`config.mk`:
```
export PLATFORM = sky130hd
export DESIGN_NAME = wrperm_ctrl
export DESIGN_NICKNAME = d
export VERILOG_FILES = /design/src/rtl/wrperm_pkg.sv /design/src/rtl/wrperm_sync.sv /design/src/rtl/wrperm_shift.sv /design/src/rtl/wrperm_decode.sv /design/src/rtl/wrperm_state.sv /design/src/rtl/wrperm_ctrl.sv
export SDC_FILE = /design/constraint.sdc
export NUM_CORES = 1
export LEC_CHECK = 0
export ABC_AREA = 1
export BUFFER_PORTS_ARGS = -buffer_cell sky130_fd_sc_hd__buf_2
export CAP_MARGIN = 20
export CELL_PAD_IN_SITES_DETAIL_PLACEMENT = 1
export CELL_PAD_IN_SITES_GLOBAL_PLACEMENT = 2
export CORE_MARGIN = 1
export CORE_UTILIZATION = 37
export CTS_CLUSTER_SIZE = 12
export DETAILED_ROUTE_END_ITERATION = 12
export PLACE_DENSITY = 0.86
export SETUP_SLACK_MARGIN = 0.02
export SLEW_MARGIN = 20
export SYNTH_ARGS = -nofsm -noshare
export SYNTH_HDL_FRONTEND = slang
export SYNTH_SLANG_ARGS = --single-unit
```
`constraint.sdc`:
```
create_clock -name clk -period 1.52 [get_ports clk]
set_input_delay 0.152 -clock clk [delete_from_list [all_inputs] [get_ports clk]]
set_output_delay 0.152 -clock clk [all_outputs]
set_load 0.02 [all_outputs]
```
`src/rtl/wrperm_pkg.sv`:
```
package wrperm_pkg;

  localparam int OP_W = 8;

  typedef logic [OP_W-1:0] opcode_t;

  // Opcode values the block reacts to
  localparam opcode_t OPC_SET_WEL = 8'h06;
  localparam opcode_t OPC_CLR_WEL = 8'h04;
  localparam opcode_t OPC_SR_ARM  = 8'h50;
  localparam opcode_t OPC_SR_WR   = 8'h01;

  typedef enum logic [2:0] {
    CMD_NONE    = 3'd0,  // incomplete frame
    CMD_SET_WEL = 3'd1,
    CMD_CLR_WEL = 3'd2,
    CMD_SR_ARM  = 3'd3,
    CMD_SR_WR   = 3'd4,
    CMD_OTHER   = 3'd5   // complete frame, unrecognized opcode
  } cmd_e;

endpackage

```
`src/rtl/wrperm_sync.sv`:
```
module wrperm_sync #(
  parameter int               WIDTH   = 3,
  parameter int               STAGES  = 2,
  parameter logic [WIDTH-1:0] RST_VAL = '0
) (
  input  logic             clk,
  input  logic             rst_n,
  input  logic [WIDTH-1:0] din,
  output logic [WIDTH-1:0] dout
);

  logic [WIDTH-1:0] chain_q [STAGES];

  genvar g;
  generate
    for (g = 0; g < STAGES; g++) begin : g_stage
      if (g == 0) begin : g_first
        always_ff @(posedge clk or negedge rst_n) begin
          if (!rst_n) chain_q[g] <= RST_VAL;
          else        chain_q[g] <= din;
        end
      end else begin : g_next
        always_ff @(posedge clk or negedge rst_n) begin
          if (!rst_n) chain_q[g] <= RST_VAL;
          else        chain_q[g] <= chain_q[g-1];
        end
      end
    end
  endgenerate

  assign dout = chain_q[STAGES-1];

endmodule

```
`src/rtl/wrperm_shift.sv`:
```
module wrperm_shift
  import wrperm_pkg::*;
#(
  parameter int W = OP_W
) (
  input  logic         clk,
  input  logic         rst_n,
  input  logic         sck_s,
  input  logic         cs_n_s,
  input  logic         mosi_s,
  output logic [W-1:0] opcode,
  output logic         frame_ok,
  output logic         exec
);

  localparam int             CNT_W   = $clog2(W + 2);
  localparam logic [CNT_W-1:0] CNT_SAT = CNT_W'(W + 1);
  localparam logic [CNT_W-1:0] CNT_FULL = CNT_W'(W);

  logic             sck_prev_q, cs_prev_q;
  logic             sck_rise, cs_rise, cs_act;
  logic [W-1:0]     sh_q, sh_d;
  logic [CNT_W-1:0] cnt_q, cnt_d;
  logic             sh_en;

  assign sck_rise = sck_s & ~sck_prev_q;
  assign cs_rise  = cs_n_s & ~cs_prev_q;
  assign cs_act   = ~cs_n_s;
  assign sh_en    = cs_act & sck_rise;

  always_comb begin
    sh_d  = {sh_q[W-2:0], mosi_s};
    cnt_d = cnt_q;
    if (!cs_act) begin
      cnt_d = '0;
    end else if (sck_rise && (cnt_q != CNT_SAT)) begin
      cnt_d = cnt_q + 1'b1;
    end
  end

  always_ff @(posedge clk or negedge rst_n) begin
    if (!rst_n) begin
      sck_prev_q <= 1'b0;
      cs_prev_q  <= 1'b1;
    end else begin
      sck_prev_q <= sck_s;
      cs_prev_q  <= cs_n_s;
    end
  end

  always_ff @(posedge clk or negedge rst_n) begin
    if (!rst_n) cnt_q <= '0;
    else        cnt_q <= cnt_d;
  end

  always_ff @(posedge clk or negedge rst_n) begin
    if (!rst_n)     sh_q <= '0;
    else if (sh_en) sh_q <= sh_d;
  end

  assign opcode   = sh_q;
  assign frame_ok = (cnt_q == CNT_FULL);
  assign exec     = cs_rise;

  AST_CNT_IDLE: assert property (@(posedge clk) disable iff (!rst_n)
    cs_n_s |=> (cnt_q == '0));

  AST_SHIFT_ONLY_SELECTED: assert property (@(posedge clk) disable iff (!rst_n)
    (cs_n_s && $past(cs_n_s)) |=> $stable(cnt_q));

endmodule

```
`src/rtl/wrperm_decode.sv`:
```
module wrperm_decode
  import wrperm_pkg::*;
(
  input  opcode_t opcode,
  input  logic    frame_ok,
  output cmd_e    cmd
);

  always_comb begin
    cmd = CMD_NONE;
    if (frame_ok) begin
      unique case (opcode)
        OPC_SET_WEL: cmd = CMD_SET_WEL;
        OPC_CLR_WEL: cmd = CMD_CLR_WEL;
        OPC_SR_ARM:  cmd = CMD_SR_ARM;
        OPC_SR_WR:   cmd = CMD_SR_WR;
        default:     cmd = CMD_OTHER;
      endcase
    end
  end

endmodule

```
`src/rtl/wrperm_state.sv`:
```
module wrperm_state
  import wrperm_pkg::*;
(
  input  logic clk,
  input  logic rst_n,
  input  logic exec,
  input  cmd_e cmd,
  input  logic wr_req,
  input  logic aai_req,
  output logic wel,
  output logic aai,
  output logic wr_accept,
  output logic sr_wr_grant
);

  logic wel_q, wel_d;
  logic aai_q, aai_d;
  logic arm_q, arm_d;
  logic acc_q, acc_d;
  logic grant_q, grant_d;
  logic state_en;

  // Requests look at the latch value held before this cycle's command
  always_comb begin
    wel_d   = wel_q;
    aai_d   = aai_q;
    arm_d   = arm_q;
    grant_d = 1'b0;
    acc_d   = wr_req & wel_q;
    if (aai_req && wel_q) aai_d = 1'b1;
    if (exec) begin
      arm_d = 1'b0;
      unique case (cmd)
        CMD_SET_WEL: wel_d = 1'b1;
        CMD_CLR_WEL: begin
          wel_d = 1'b0;
          aai_d = 1'b0;
        end
        CMD_SR_ARM:  arm_d   = 1'b1;
        CMD_SR_WR:   grant_d = arm_q;
        default:     ;
      endcase
    end
  end

  assign state_en = exec | (aai_req & wel_q);

  always_ff @(posedge clk or negedge rst_n) begin
    if (!rst_n) begin
      wel_q <= 1'b0;
      aai_q <= 1'b0;
      arm_q <= 1'b0;
    end else if (state_en) begin
      wel_q <= wel_d;
      aai_q <= aai_d;
      arm_q <= arm_d;
    end
  end

  always_ff @(posedge clk or negedge rst_n) begin
    if (!rst_n) begin
      acc_q   <= 1'b0;
      grant_q <= 1'b0;
    end else begin
      acc_q   <= acc_d;
      grant_q <= grant_d;
    end
  end

  assign wel         = wel_q;
  assign aai         = aai_q;
  assign wr_accept   = acc_q;
  assign sr_wr_grant = grant_q;

  AST_SET_WEL: assert property (@(posedge clk) disable iff (!rst_n)
    (exec && cmd == CMD_SET_WEL) |=> wel_q);

  AST_CLR_BOTH: assert property (@(posedge clk) disable iff (!rst_n)
    (exec && cmd == CMD_CLR_WEL) |=> (!wel_q && !aai_q));

  AST_WEL_HOLDS_IDLE: assert property (@(posedge clk) disable iff (!rst_n)
    !exec |=> $stable(wel_q));

  AST_BAD_FRAME_KEEPS: assert property (@(posedge clk) disable iff (!rst_n)
    (exec && (cmd == CMD_NONE || cmd == CMD_OTHER)) |=> ($stable(wel_q) && !arm_q));

  AST_GRANT_NEEDS_ARM: assert property (@(posedge clk) disable iff (!rst_n)
    sr_wr_grant |-> $past(arm_q));

  AST_ARM_DROPPED: assert property (@(posedge clk) disable iff (!rst_n)
    (exec && cmd != CMD_SR_ARM) |=> !arm_q);

  AST_ACCEPT_NEEDS_WEL: assert property (@(posedge clk) disable iff (!rst_n)
    wr_accept |-> ($past(wr_req) && $past(wel_q)));

  AST_AAI_NEEDS_WEL: assert property (@(posedge clk) disable iff (!rst_n)
    $rose(aai_q) |-> $past(wel_q));

endmodule

```
`src/rtl/wrperm_ctrl.sv`:
```
module wrperm_ctrl
  import wrperm_pkg::*;
#(
  parameter int SYNC_STAGES = 2
) (
  input  logic clk,
  input  logic rst_n,
  input  logic spi_sck,
  input  logic spi_cs_n,
  input  logic spi_mosi,
  output logic spi_miso,
  output logic spi_miso_oe,
  input  logic wr_req,
  input  logic aai_req,
  output logic wel,
  output logic aai,
  output logic wr_accept,
  output logic sr_wr_grant
);

  localparam int PIN_W = 3;
  localparam logic [PIN_W-1:0] PIN_RST = 3'b010; // cs_n idles high

  logic [1:0]       rst_sync_q;
  logic             rst_int_n;
  logic [PIN_W-1:0] pins_s;
  opcode_t          opcode;
  logic             frame_ok;
  logic             exec;
  cmd_e             cmd;

  // Reset: asserted asynchronously, released on a clock edge
  always_ff @(posedge clk or negedge rst_n) begin
    if (!rst_n) rst_sync_q <= 2'b00;
    else        rst_sync_q <= {rst_sync_q[0], 1'b1};
  end
  assign rst_int_n = rst_sync_q[1];

  wrperm_sync #(
    .WIDTH   (PIN_W),
    .STAGES  (SYNC_STAGES),
    .RST_VAL (PIN_RST)
  ) u_sync (
    .clk   (clk),
    .rst_n (rst_int_n),
    .din   ({spi_mosi, spi_cs_n, spi_sck}),
    .dout  (pins_s)
  );

  wrperm_shift #(
    .W (OP_W)
  ) u_shift (
    .clk      (clk),
    .rst_n    (rst_int_n),
    .sck_s    (pins_s[0]),
    .cs_n_s   (pins_s[1]),
    .mosi_s   (pins_s[2]),
    .opcode   (opcode),
    .frame_ok (frame_ok),
    .exec     (exec)
  );

  wrperm_decode u_decode (
    .opcode   (opcode),
    .frame_ok (frame_ok),
    .cmd      (cmd)
  );

  wrperm_state u_state (
    .clk         (clk),
    .rst_n       (rst_int_n),
    .exec        (exec),
    .cmd         (cmd),
    .wr_req      (wr_req),
    .aai_req     (aai_req),
    .wel         (wel),
    .aai         (aai),
    .wr_accept   (wr_accept),
    .sr_wr_grant (sr_wr_grant)
  );

  // These instructions never drive the serial output
  assign spi_miso    = 1'b0;
  assign spi_miso_oe = 1'b0;

endmodule

```
==> flow_summary.toml <==
[run_status]
outcome = "finished, final reports clean"

[grt]
grt_pass1_wl_mm = 4.01
grt_util_all_layers_pct = 15.1
pin_count_of_the_biggest_net_entering_global_routing = 26
grt_pass1_vias = 925
grt_overflow_total = 0
number_of_antenna_violations_at_the_first_check_in_global_routing = 0

[layout]
post_route_cells_drive_above_1_share_pct = 31.7
diodes = 0
layout_common_cells = "nand2_1, dfrtp_1, nor2_1"
flow.area_growth_from_synthesis_pct = 17.5
final_nets = 172
layout_commonest_cell = "nand2_1"

[timing]
setup-violations-final = 0
maxClockFrequency_mhz = 693
final-hold-violation-count = 0
fin_tns_setup_ps = 0
finalWorstPathRequiredPeriod_ps = 1440
clock_skew_ps = 5.49
grt_setup_unrepaired = "true"
post-route-period-util_pct = 95.0
report.final.slew_viol_count = 0

[cts]
clk_pin_slew_ps = 150
cts_num_sinks = 27
tritoncts = "built"
clockRootBuffer = "clkbuf_4"
cts_max_path_buffers = 2
cts_htree_levels = 1
inserted_clock_buffers = 3
clk-insertion-delay-late_ps = 330

[worst_setup_path]
cp.arrival_ps = 1690
rr_worst_depth = 10
worst_ep_required_time_ps = 1760
slack_of_the_worst_reg_to_reg_path_ps = 80
cp-end-kind = "flip-flop"
crit_fanout = 4
kind_of_start_point_of_the_critical_path = "flip-flop"
setup.worst_path.class = "reg2reg"

[logic_synthesis]
netlist.top_cell.by_area = "dfrtp_1"
synth.avg_cell_area_um2 = 8.88
synthesis.yosys.warnings = 0
synthesis.instances = 139
synthTopCellsByArea = "dfrtp_1, nand2_1, dfstp_2"
synthDistinctLibCells = 22
synth_area_um2 = 1230
ys_seq_elements = 27
synth_top_cell_area_share_pct = 48.6
yosysSeqAreaShare_pct = 55.0

[pwr]
p_per_area_nw_per_um2 = 1060
p_sw_share_pct = 33.8
p_int_uw = 1020
irDropWorstVdd_mv = 0.545
total_leakage_power_uw = 0.000713
netSwitchingPower_uw = 518
seqPwrFrac_pct = 55.5
power.share.combinational_pct = 23.3
power_frac_clock_pct = 21.2
totalPowerFinal_uw = 1530

[route]
wire_per_inst_um = 11.2
dr_total_vias = 917
drcViolationCount = 0
dr.pass1.iters = 4
via_per_inst = 4.47
wl_mm = 2.30
drt-initial-drc-count = 17
drtAntennaViolNets = 0

[min_path]
min_delay_path_depth = 3
min_path_type = "in2reg"

[die]
floorplan_core_area_um2 = 3100
chip_height_um = 59.8
effective_utilization_at_floorplan_pct = 39.8
core.rowCount = 20
design.portCount = 13
die_width_um = 59.8
die_area_um2 = 3570

[placement]
dp_hpwl_mm = 1.70
io_buffer_count = 10
finalWeightedCongestion = 0.716

[run]
max_cap_violations = 0
[layout make-up]
| cell class | count | area, um2 |
|---|---|---|
| Multi-Input combinational cell | 89 | 470 |
| Tap cell | 44 | 55.1 |
| Sequential cell | 27 | 679 |
| Fill cell | 393 | 1650 |
| Timing Repair Buffer | 20 | 138 |
| Inverter | 21 | 78.8 |
| Clock inverter | 1 | 7.51 |
| Clock buffer | 3 | 22.5 |
[power by group through the flow]
| stage | Combinational [uW] | Sequential (uW) | Clock [uW] |
|---|---|---|---|
| CTS | 363 | 851 | 339 |
| detailed placement | 342 | 866 | 0 |
| floorplan | 268 | 859 | 0 |
| global placement | 330 | 859 | 0 |
| finish | 358 | 851 | 325 |
| global route | 417 | 860 | 356 |
[per-layer routing]
layer / vias up / share of wire (%) / GRT usage, %
met1: 436 / 46 / 18.2
met5: - / 0 / 0
met4: 0 / 0.65 / 6.98
li1: 470 / - / -
met2: 9 / 51 / 26.5
met3: 2 / 1.9 / 1.95
[Yosys cell counts, drive strengths merged]
master	number
a21oi	5
nor2	17
nor3	3
o21ai	12
ha	3
inv	21
nand4	2
a211oi	1
dfstp	3
clkbuf	1
nand2	34
conb	2
buf	2
and3	1
nand3	8
dfrtp	24
[registers in the layout, summed over array words and instances (netlist names), 2 cells and up]
name / flops
u_sync.dout: 3
rst_sync_q: 2
u_shift.opcode: 8
u_sync.chain_q: 3
u_shift.cnt_q: 4
[kinds of logic after synthesis]
logic type | after synthesis | synth area share (%)
simple gates | 65 | 25.9
flops | 27 | 55.0
buf+inv | 24 | 7.90
compound gates | 18 | 7.50
fa+ha+maj | 3 | 3.04
other cells | 2 | 0.608
[critical path, stage by stage, from the launching register on]
cell,delay (ps)
dfrtp_1,420
inv_2,80
ha_1,140
and3_4,220
nand3_2,100
nand2_2,80
nand2_1,70
inv_2,60
nand4_1,70
nand2_1,80
inv_1,30
[metrics by stage]
stage | hold slack [ps] | std cells | setup WS (ps) | instance area (um2) | util, %
after floorplan | -144 | 140 | 159 | 1240 | -
after global placement | -63.4 | 193 | 103 | 1340 | 43.2
after detailed placement | -59.7 | 193 | 29.0 | 1340 | 43.2
after CTS | 77.1 | 204 | 35.5 | 1440 | 46.4
after global routing | 100 | 205 | -37.5 | 1450 | 46.8
final | 83.2 | 205 | 76.1 | 1450 | 46.8
[timing repair]
item,4_1_cts,5_1_grt
pin swaps,0,1
setup endpoints to repair,1,5
setup buffers,2,1
hold buffers,5,0
resized for setup,1,3
hold endpoints to repair,6,0
[worst paths after layout]
path                                  start           endpoint
min in group asynchronous             rst_n      rst_sync_q[0]
min reg2reg                   rst_sync_q[1]  u_shift.opcode[1]
max                        u_shift.cnt_q[1]        u_state.wel
max in group asynchronous     rst_sync_q[1]  u_shift.cs_prev_q
min                                 aai_req        u_state.aai
max reg2reg                u_shift.cnt_q[1]        u_state.wel
Note: power is estimated with default switching activity, not from simulation.
